## src/rtl/tmr_pkg.sv

```systemverilog
package tmr_pkg;
  // Word indices (byte offset >> 2) of the register map
  localparam int unsigned IDX_MATCH  = 0;
  localparam int unsigned IDX_COUNT  = 1;
  localparam int unsigned IDX_ENABLE = 2;
  localparam int unsigned IDX_CLEAR  = 3;
  localparam int unsigned IDX_DIVCTL = 4;

  // Enable-word bit positions
  localparam int unsigned EN_RUN_BIT  = 0;
  localparam int unsigned EN_WRAP_BIT = 1;
endpackage

```

## src/rtl/tmr_prescaler.sv

```systemverilog
module tmr_prescaler #(
  parameter int unsigned CODE_W = 2
) (
  input  logic              clk,
  input  logic              rst_n,
  input  logic [CODE_W-1:0] code_i,
  output logic              tick_o
);
  logic [CODE_W-1:0] phase_q, phase_d;
  logic [CODE_W-1:0] lim_q, lim_d;

  always_comb begin
    tick_o  = (phase_q == lim_q);
    phase_d = tick_o ? '0 : phase_q + 1'b1;
    // new divider code latched only at a tick boundary
    lim_d   = tick_o ? code_i : lim_q;
  end

  always_ff @(posedge clk or negedge rst_n) begin
    if (!rst_n) begin
      phase_q <= '0;
      lim_q   <= '0;
    end else begin
      phase_q <= phase_d;
      lim_q   <= lim_d;
    end
  end
endmodule

```

## src/rtl/tmr_counter.sv

```systemverilog
module tmr_counter #(
  parameter int unsigned CNT_W = 32
) (
  input  logic             clk,
  input  logic             rst_n,
  input  logic             tick_i,
  input  logic             run_i,
  input  logic             wrap_i,
  input  logic             clr_i,
  input  logic [CNT_W-1:0] match_i,
  output logic [CNT_W-1:0] count_o,
  output logic             irq_o
);
  logic [CNT_W-1:0] count_q, count_d;
  logic             count_en;
  logic             eq, eq_q;

  always_comb begin
    eq       = (count_q == match_i);
    count_en = clr_i | (tick_i & run_i);
    if (clr_i)
      count_d = '0;
    else if (wrap_i && eq)
      count_d = '0;
    else
      count_d = count_q + 1'b1;
    // fire only on the cycle equality appears
    irq_o   = run_i & eq & ~eq_q;
    count_o = count_q;
  end

  always_ff @(posedge clk or negedge rst_n) begin
    if (!rst_n) begin
      count_q <= '0;
      eq_q    <= 1'b0;
    end else begin
      if (count_en) count_q <= count_d;
      eq_q <= eq;
    end
  end
endmodule

```

## src/rtl/tmr_regs.sv

```systemverilog
module tmr_regs
  import tmr_pkg::*;
#(
  parameter int unsigned CNT_W  = 32,
  parameter int unsigned ADDR_W = 5,
  parameter int unsigned CODE_W = 2
) (
  input  logic              clk,
  input  logic              rst_n,
  input  logic [ADDR_W-1:0] addr_i,
  input  logic              we_i,
  input  logic [CNT_W-1:0]  wdata_i,
  input  logic [CNT_W-1:0]  count_i,
  output logic [CNT_W-1:0]  rdata_o,
  output logic [CNT_W-1:0]  match_o,
  output logic              run_o,
  output logic              wrap_o,
  output logic [CODE_W-1:0] code_o,
  output logic              clr_o
);
  localparam int unsigned IDX_W = ADDR_W - 2;

  logic [IDX_W-1:0] idx;
  logic             aligned;
  logic             wr_match, wr_enable, wr_div;
  logic [CNT_W-1:0] match_q;
  logic             run_q, wrap_q;
  logic [CODE_W-1:0] code_q;

  always_comb begin
    idx       = addr_i[ADDR_W-1:2];
    aligned   = (addr_i[1:0] == 2'b00);
    wr_match  = we_i & aligned & (idx == IDX_W'(IDX_MATCH));
    wr_enable = we_i & aligned & (idx == IDX_W'(IDX_ENABLE));
    wr_div    = we_i & aligned & (idx == IDX_W'(IDX_DIVCTL));
    clr_o     = we_i & aligned & (idx == IDX_W'(IDX_CLEAR));
  end

  always_comb begin
    rdata_o = '0;
    if (aligned) begin
      case (idx)
        IDX_W'(IDX_MATCH):  rdata_o = match_q;
        IDX_W'(IDX_COUNT):  rdata_o = count_i;
        IDX_W'(IDX_ENABLE): begin
          rdata_o[EN_RUN_BIT]  = run_q;
          rdata_o[EN_WRAP_BIT] = wrap_q;
        end
        IDX_W'(IDX_DIVCTL): rdata_o[CODE_W-1:0] = code_q;
        default:            rdata_o = '0;
      endcase
    end
  end

  always_ff @(posedge clk or negedge rst_n) begin
    if (!rst_n) begin
      match_q <= '1;
      run_q   <= 1'b0;
      wrap_q  <= 1'b0;
      code_q  <= '0;
    end else begin
      if (wr_match) match_q <= wdata_i;
      if (wr_enable) begin
        run_q  <= wdata_i[EN_RUN_BIT];
        wrap_q <= wdata_i[EN_WRAP_BIT];
      end
      if (wr_div) code_q <= wdata_i[CODE_W-1:0];
    end
  end

  always_comb begin
    match_o = match_q;
    run_o   = run_q;
    wrap_o  = wrap_q;
    code_o  = code_q;
  end
endmodule

```

## src/rtl/match_timer.sv

```systemverilog
module match_timer #(
  parameter int unsigned CNT_W  = 32,
  parameter int unsigned ADDR_W = 5,
  parameter int unsigned DIV_W  = 2
) (
  input  logic              clk,
  input  logic              rst_n,
  input  logic [ADDR_W-1:0] bus_addr,
  input  logic              bus_we,
  input  logic [CNT_W-1:0]  bus_wdata,
  output logic [CNT_W-1:0]  bus_rdata,
  output logic              irq_o
);
  logic [CNT_W-1:0] count;
  logic [CNT_W-1:0] match_val;
  logic             run, wrap_en, clr_req, tick;
  logic [DIV_W-1:0] div_code;

  tmr_regs #(.CNT_W(CNT_W), .ADDR_W(ADDR_W), .CODE_W(DIV_W)) u_regs (
    .clk(clk), .rst_n(rst_n),
    .addr_i(bus_addr), .we_i(bus_we), .wdata_i(bus_wdata),
    .count_i(count), .rdata_o(bus_rdata),
    .match_o(match_val), .run_o(run), .wrap_o(wrap_en),
    .code_o(div_code), .clr_o(clr_req)
  );

  tmr_prescaler #(.CODE_W(DIV_W)) u_pre (
    .clk(clk), .rst_n(rst_n), .code_i(div_code), .tick_o(tick)
  );

  tmr_counter #(.CNT_W(CNT_W)) u_cnt (
    .clk(clk), .rst_n(rst_n), .tick_i(tick), .run_i(run),
    .wrap_i(wrap_en), .clr_i(clr_req), .match_i(match_val),
    .count_o(count), .irq_o(irq_o)
  );
endmodule

```

## config.mk

```make
export PLATFORM = sky130hd
export DESIGN_NAME = match_timer
export DESIGN_NICKNAME = d
export VERILOG_FILES = /design/src/rtl/tmr_pkg.sv /design/src/rtl/tmr_prescaler.sv /design/src/rtl/tmr_counter.sv /design/src/rtl/tmr_regs.sv /design/src/rtl/match_timer.sv
export SDC_FILE = /design/constraint.sdc
export NUM_CORES = 1
export LEC_CHECK = 0
export ABC_AREA = 0
export CAP_MARGIN = 20
export CORE_ASPECT_RATIO = 0.75
export CORE_MARGIN = 5
export CORE_UTILIZATION = 48
export CTS_CLUSTER_DIAMETER = 100
export DETAILED_ROUTE_END_ITERATION = 8
export PLACE_DENSITY_LB_ADDON = 0.1
export SLEW_MARGIN = 10
export SYNTH_ARGS = -nofsm -noshare
export SYNTH_HDL_FRONTEND = slang
export SYNTH_SLANG_ARGS = --single-unit
```

## constraint.sdc

```tcl
create_clock -name clk -period 1.9 [get_ports clk]
set_input_delay 0.38 -clock clk [delete_from_list [all_inputs] [get_ports clk]]
set_output_delay 0.38 -clock clk [all_outputs]
set_load 0.1 [all_outputs]
```

# ---- Yosys cells after proc, flatten, opt, wreduce, memory -nomap -nowiden
# Cells that the tools add are included.
dict set report totals {
  in_bits 40
  n_memories 0
  ram_bits 0
  latch_bits 0
  register_bits 73
  mem_bits_ro 0
  output_inout_bits 33
  word_cells 35
}
dict set report classes {
  order_cmp 0
  shifts 0
  add_sub_neg 2
  n_mul 0
  muxes 6
  eq_ne 6
  n_reduce_logical 3
  bitwise_logic 10
  div_mod_pow 0
}
# cell n
set op_table {}
lappend op_table {{32-bit two-way mux} 3}
lappend op_table {{30-bit case mux with 2 select lines} 1}
lappend op_table {{32-bit by 1-bit adder with 32-bit output, second input constant} 1}
lappend op_table {{32-bit == test} 1}
lappend op_table {{1-bit bitwise AND} 8}
lappend op_table {{2-bit case mux with 4 select lines} 1}
lappend op_table {{3-bit by 2-bit == test with 1-bit output, second input constant} 2}
lappend op_table {{3-bit by 1-bit == test with 1-bit output, second input constant} 1}
lappend op_table {{3-bit == test, second input constant} 1}
lappend op_table {{3-bit logical NOT} 1}
lappend op_table {{2-bit by 1-bit adder with 2-bit output, second input constant} 1}
lappend op_table {{2-bit == test} 1}
lappend op_table {{2-bit logical NOT} 1}
lappend op_table {{2-bit two-way mux} 1}
lappend op_table {{1-bit logical AND} 1}
lappend op_table {{1-bit NOT} 1}
lappend op_table {{1-bit OR} 1}

# ---- Logic depth before layout (Yosys ltp)
dict set report logic_depth {
  depth_word 4
  mapped_depth 8
  mapped_depth_nobuf 7
}

# ---- Cells and area by module
# Synthesis repeated with hierarchy kept, for this count alone.
dict set report unflattened {
  hier_cells 413
  area_unflattened_um2 4479.3
}
# mod area_each_um2 n_inst seq_area_each_um2 cells_per_inst
set modules_own_cells {}
lappend modules_own_cells {tmr_regs 2163.3 1 940.9 166}
lappend modules_own_cells {tmr_counter 2109.5 1 825.8 226}
lappend modules_own_cells {tmr_prescaler 206.4 1 100.1 21}

# ---- Least setup slack after synthesis
# Ideal clock, no wire load.
dict set report synth_path {
  kind {input -> output}
  startpoint {input bus_addr[3]}
  endpoint {output bus_rdata[10]}
  slack_ns -0.910
  arrival_ns 2.430
  path_stages 4
  path_buffers 1
  required_time_ns 1.520
  cell_sequence {nor3_1 clkbuf_1 a22oi_1 nor2_1}
}
dict set report synth_between {
  elab_chain_len 3
  word_cells_on_any_way 4
  classes_between {1 x eq/ne; 2 x mux; 1 x reduce/logical}
}
# item line_no
set synth_lines {}
lappend synth_lines {{start, declared} match_timer.sv:8} ;# input logic [ADDR_W-1:0] bus_addr,
lappend synth_lines {{3-bit by 1-bit == test with 1-bit output / 3-bit logical NOT (equally long branches)} tmr_regs.sv:42} ;# case (idx)
lappend synth_lines {{30-bit case mux with 2 select lines (*)} tmr_regs.sv:42}
lappend synth_lines {{32-bit two-way mux (*)} tmr_regs.sv:41} ;# if (aligned) begin
lappend synth_lines {{end, declared} match_timer.sv:11} ;# output logic [CNT_W-1:0] bus_rdata,
# Mark *: on every way between the ends. The rest lies on a longest branch, timed or not.

# ---- Final worst setup path
dict set report layout_path {
  startpoint {register u_regs.match_q[10] (netlist: u_regs.match_o[10])}
  endpoint {output irq_o}
}
dict set report layout_between {
  elab_chain_len 3
}
# item line_no
set layout_lines {}
lappend layout_lines {{start, declared} tmr_regs.sv:26} ;# logic [CNT_W-1:0] match_q;
lappend layout_lines {{start signal, assigned} tmr_regs.sv:62} ;# if (wr_match) match_q <= wdata_i;
lappend layout_lines {{32-bit == test} tmr_counter.sv:19} ;# eq = (count_q == match_i);
lappend layout_lines {{via u_cnt.eq} tmr_counter.sv:16} ;# logic eq, eq_q;
lappend layout_lines {{1-bit bitwise AND (2 in series)} tmr_counter.sv:28} ;# irq_o = run_i & eq & ~eq_q;
lappend layout_lines {{end, declared} match_timer.sv:12} ;# output logic irq_o
# The timed path passes the listed nets, and every way through them passes these cells.

==> results.sh <==
export IMPL_syn_to_final_growth_pct=76.2
export IMPL_regToRegSetupSlack_ps=-480
export IMPL_synth_top_cells_by_count="65 x sky130_fd_sc_hd__nor2_1, 41 x sky130_fd_sc_hd__dfrtp_1, 39 x sky130_fd_sc_hd__xor2_1"
export IMPL_vdd_drop_max_mv=0.521
export IMPL_power_density_nw_per_um2=766
export IMPL_yosysMostFrequentCell="sky130_fd_sc_hd__nor2_1"
export IMPL_average_cell_area_after_synthesis_um2=9.81
export IMPL_wl_per_cell_um=22.1
export IMPL_synth_area_top_cells="sky130_fd_sc_hd__dfrtp_1 24%, sky130_fd_sc_hd__dfstp_2 20%, sky130_fd_sc_hd__mux2_2 9.4%, sky130_fd_sc_hd__xor2_1 7.9%, sky130_fd_sc_hd__nor2_1 5.7%"
export IMPL_final_critical_path_setup_slack_ps=-734
export IMPL_synth_edff_count=0
export IMPL_final_layout_size_suffix_gt1_share_pct=55.2
export IMPL_timing_clock_skew_ps=7.63
export IMPL_setup_total_negative_slack_ps=-14630
export IMPL_hpwl_mm=9.78
export IMPL_design_power_total_mw=5.81
export IMPL_coreArea_um2=8900
export IMPL_grt_start_max_net_pins=74
export IMPL_maxSlewViolCount=0
export IMPL_synthDistinctLibCells=50
export IMPL_detailedPlace_worstSlack_ps=-529
export IMPL_mappedNetlistArea_um2=4310
export IMPL_grtUsageTotal_pct=29.8
export IMPL_routed_wirelength_mm=16.5
export IMPL_synthesis_nets=480
export IMPL_maxSlewHeadroom_pct=65.4
export IMPL_rows=30
export IMPL_synth_largest_area_cell="sky130_fd_sc_hd__dfrtp_1"
export IMPL_port_buffers=72
export IMPL_post_synth_inst_count=439
export IMPL_finalWeightedCongestion=0.941
export IMPL_outcome="finished with violations"
export IMPL_insertedDiodeCount=0
export IMPL_worst_path_dominant_cell_family="simple AND/OR/NAND/NOR gates"
export IMPL_critical_path_buf_inv_count=2
export IMPL_min_delay_path_class="primary input to async pin"
export IMPL_number_of_global_route_vias_before_repair=4675
export IMPL_worst_hold_slack_ps=56.3
export IMPL_worst_setup_path_start_kind="flip-flop"
export IMPL_cts_sinks=73
export IMPL_cts_tree="built"
export IMPL_yosysTopAreaCellShare_pct=23.8
export IMPL_finalCoreUtilization_pct=85.3
export IMPL_period_minus_slack_ps=2630
export IMPL_vias_per_cell=5.93
export IMPL_path_clk_slew_ps=60
export IMPL_timing_hold_violations_final=0
export IMPL_critical_path_peak_fanout=2
export IMPL_cts_root_buf="sky130_fd_sc_hd__clkbuf_16"
export IMPL_cp_end_kind="primary output"
export IMPL_failed_checks="negative setup slack"
export IMPL_detail_route_drc_violations=0
export IMPL_h_tree_depth=3
export IMPL_worstPathCellList="xor2_2, nor4_2, buf_4, nand4_4, nor3_4, and3b_4, buf_12"
export IMPL_critical_path_at_ps=2250
export IMPL_grt_ovfl_total=0
export IMPL_num_vias=4439
export IMPL_power_leakage_nw=3.14
export IMPL_report_final_setup_viol=58
export IMPL_die_height_um=92.0
export IMPL_num_io_pins=73
export IMPL_worst_setup_path_endpoint="irq_o"
export IMPL_drt_antenna_violating_nets=0
export IMPL_ys_seq_area_share_pct=43.3
export IMPL_yosys_warnings=0
export IMPL_grt_antenna_before_repair=0
export IMPL_worstSetupPathDepth=7
export IMPL_starting_density_pct=48.4
export IMPL_reg2regPathDepth=10
export IMPL_worst_ep_required_time_ps=1520
export IMPL_firstDrtPassIters=5
export IMPL_setup_repair_after_global_routing_missed_its_margin="true"
export IMPL_die_area_um2=11000
export IMPL_pin_slew_with_the_least_headroom_to_its_limit_ps=517
export IMPL_cts_root_to_sink_buffers=2
export IMPL_maximum_capacitance_violations=0
export IMPL_numCtsBuffers=9
export IMPL_cpPeakStageDelay_ps=560
export IMPL_num_nets_final=672
export IMPL_fmaxAchievable_mhz=380
export IMPL_reg2reg_from="u_regs.match_o[10]$_DFFE_PN1P_"
export IMPL_synth_async_sr_flop_share_pct=100
export IMPL_worst_setup_path_startpoint="u_regs.match_o[10]$_DFFE_PN1P_"
export IMPL_most_frequently_used_flop_master_after_synthesis="sky130_fd_sc_hd__dfrtp_1"
export IMPL_grt_pass1_wl_mm=25.5
export IMPL_timing_critical_path_slowest_stage_cell="sky130_fd_sc_hd__dfstp_2"
export IMPL_insertion_delay_ps=340
export IMPL_worst_path_class_setup="flip-flop to primary output"
export IMPL_r2r_end="u_cnt.count_o[4]$_DFFE_PN0P_"
export IMPL_min_period_over_period_pct=139
export IMPL_drt_iter0_drc=321
export IMPL_ys_seq_elements=73
export IMPL_die_width_um=119
-- layer usage --
layer | up-vias | global-route usage, % | part of all wire, %
met5 | - | 0 | 0
met4 | 0 | 9.82 | 2.8
met3 | 46 | 7.21 | 7.2
met2 | 204 | 48.2 | 48
met1 | 2225 | 39.3 | 42
li1 | 1964 | - | -
-- metrics by stage --
step	instance area, µm²	std cells
6_report	7590	748
4_1_cts	7420	744
3_3_place_gp	6490	703
3_5_place_dp	6490	703
5_1_grt	7590	748
2_1_floorplan	4600	439
-- kinds of logic after synthesis --
| logic type | synth area share [%] |
|---|---|
| AO/OA/AOI/OAI | 14.8 |
| adder cells (fa/ha/maj) | 0.290 |
| flip-flops | 43.3 |
| buffers and inverters | 3.78 |
| AND/OR/NAND/NOR | 18.6 |
| XOR/XNOR | 9.56 |
| multiplexers | 9.64 |
-- state kept, by name, indices dropped and copies added, names as in the netlist --
signal	cells
u_pre.phase_q	2
u_cnt.count_o	32
u_regs.wrap_o	1
u_pre.lim_q	2
u_regs.match_o	32
u_regs.run_o	1
u_cnt.eq_q	1
u_regs.code_o	2
-- timing repair --
action / 4_1_cts / 5_1_grt
hold buffers: 0 / 0
resized for setup: 97 / 30
setup endpoints to repair: 65 / 65
cloned: 9 / 0
setup buffers: 16 / 10
pin swaps: 70 / 20
-- cells in the final DEF, fill, tap and decap left out, types with 4 or more instances in the layout --
cell,instances
sky130_fd_sc_hd__a21oi_1,5
sky130_fd_sc_hd__a22o_1,9
sky130_fd_sc_hd__a22oi_2,31
sky130_fd_sc_hd__and3_1,7
sky130_fd_sc_hd__buf_12,45
sky130_fd_sc_hd__buf_16,5
sky130_fd_sc_hd__buf_4,100
sky130_fd_sc_hd__buf_6,16
sky130_fd_sc_hd__buf_8,5
sky130_fd_sc_hd__clkbuf_16,9
sky130_fd_sc_hd__clkdlybuf4s50_1,33
sky130_fd_sc_hd__dfrtp_1,40
sky130_fd_sc_hd__dfstp_2,32
sky130_fd_sc_hd__inv_1,7
sky130_fd_sc_hd__mux2_2,36
sky130_fd_sc_hd__nand2_1,22
sky130_fd_sc_hd__nand3_1,12
sky130_fd_sc_hd__nand4_1,11
sky130_fd_sc_hd__nor2_1,30
sky130_fd_sc_hd__nor2_2,6
sky130_fd_sc_hd__nor2_4,30
sky130_fd_sc_hd__nor2b_1,8
sky130_fd_sc_hd__nor3_1,7
sky130_fd_sc_hd__nor4_2,4
sky130_fd_sc_hd__o21ai_0,7
sky130_fd_sc_hd__o21ai_1,8
sky130_fd_sc_hd__o2bb2a_1,5
sky130_fd_sc_hd__o31ai_1,6
sky130_fd_sc_hd__xnor2_1,8
sky130_fd_sc_hd__xor2_1,34
sky130_fd_sc_hd__xor2_2,4
-- worst min path at each step --
stage / end / slack, ps / startpoint
final: u_pre.lim_q[0]$_DFFE_PN0N_ / 60 / rst_n
after global routing: u_pre.lim_q[0]$_DFFE_PN0N_ / 100 / rst_n
after CTS: u_pre.lim_q[0]$_DFFE_PN0N_ / 80 / rst_n
after detailed placement: u_pre.lim_q[0]$_DFFE_PN0N_ / 440 / rst_n
after global placement: u_regs.code_o[0]$_DFFE_PN0P_ / 440 / rst_n
after floorplan: u_cnt.count_o[0]$_DFFE_PN0P_ / 80 / rst_n
-- worst register-to-register path: cells and delay by family (launching register included) --
family / cells / cell delay (ps)
AOI/OAI and AO/OA: 2 / 480
buffers and inverters: 4 / 670
and+or+nand+nor: 3 / 450
DFF: 1 / 560
xor gates and xnor gates: 1 / 90
-- cell type report --
cell class / instances / area, µm²
clock buffer: 13 / 250
clock inverter: 3 / 40.0
fill: 471 / 1310
inverter: 7 / 26.3
multi-input combinational: 333 / 2870
sequential: 73 / 1870
tap: 112 / 140
timing repair buffer: 207 / 2400
-- power breakdown --
| group | switching [mW] | total [mW] | internal [mW] |
|---|---|---|---|
| clock network | 0.650 | 1.70 | 1.05 |
| logic | 1.02 | 2.00 | 0.979 |
| registers | 0.238 | 2.12 | 1.88 |
Note: power is estimated with default switching activity, not from simulation.
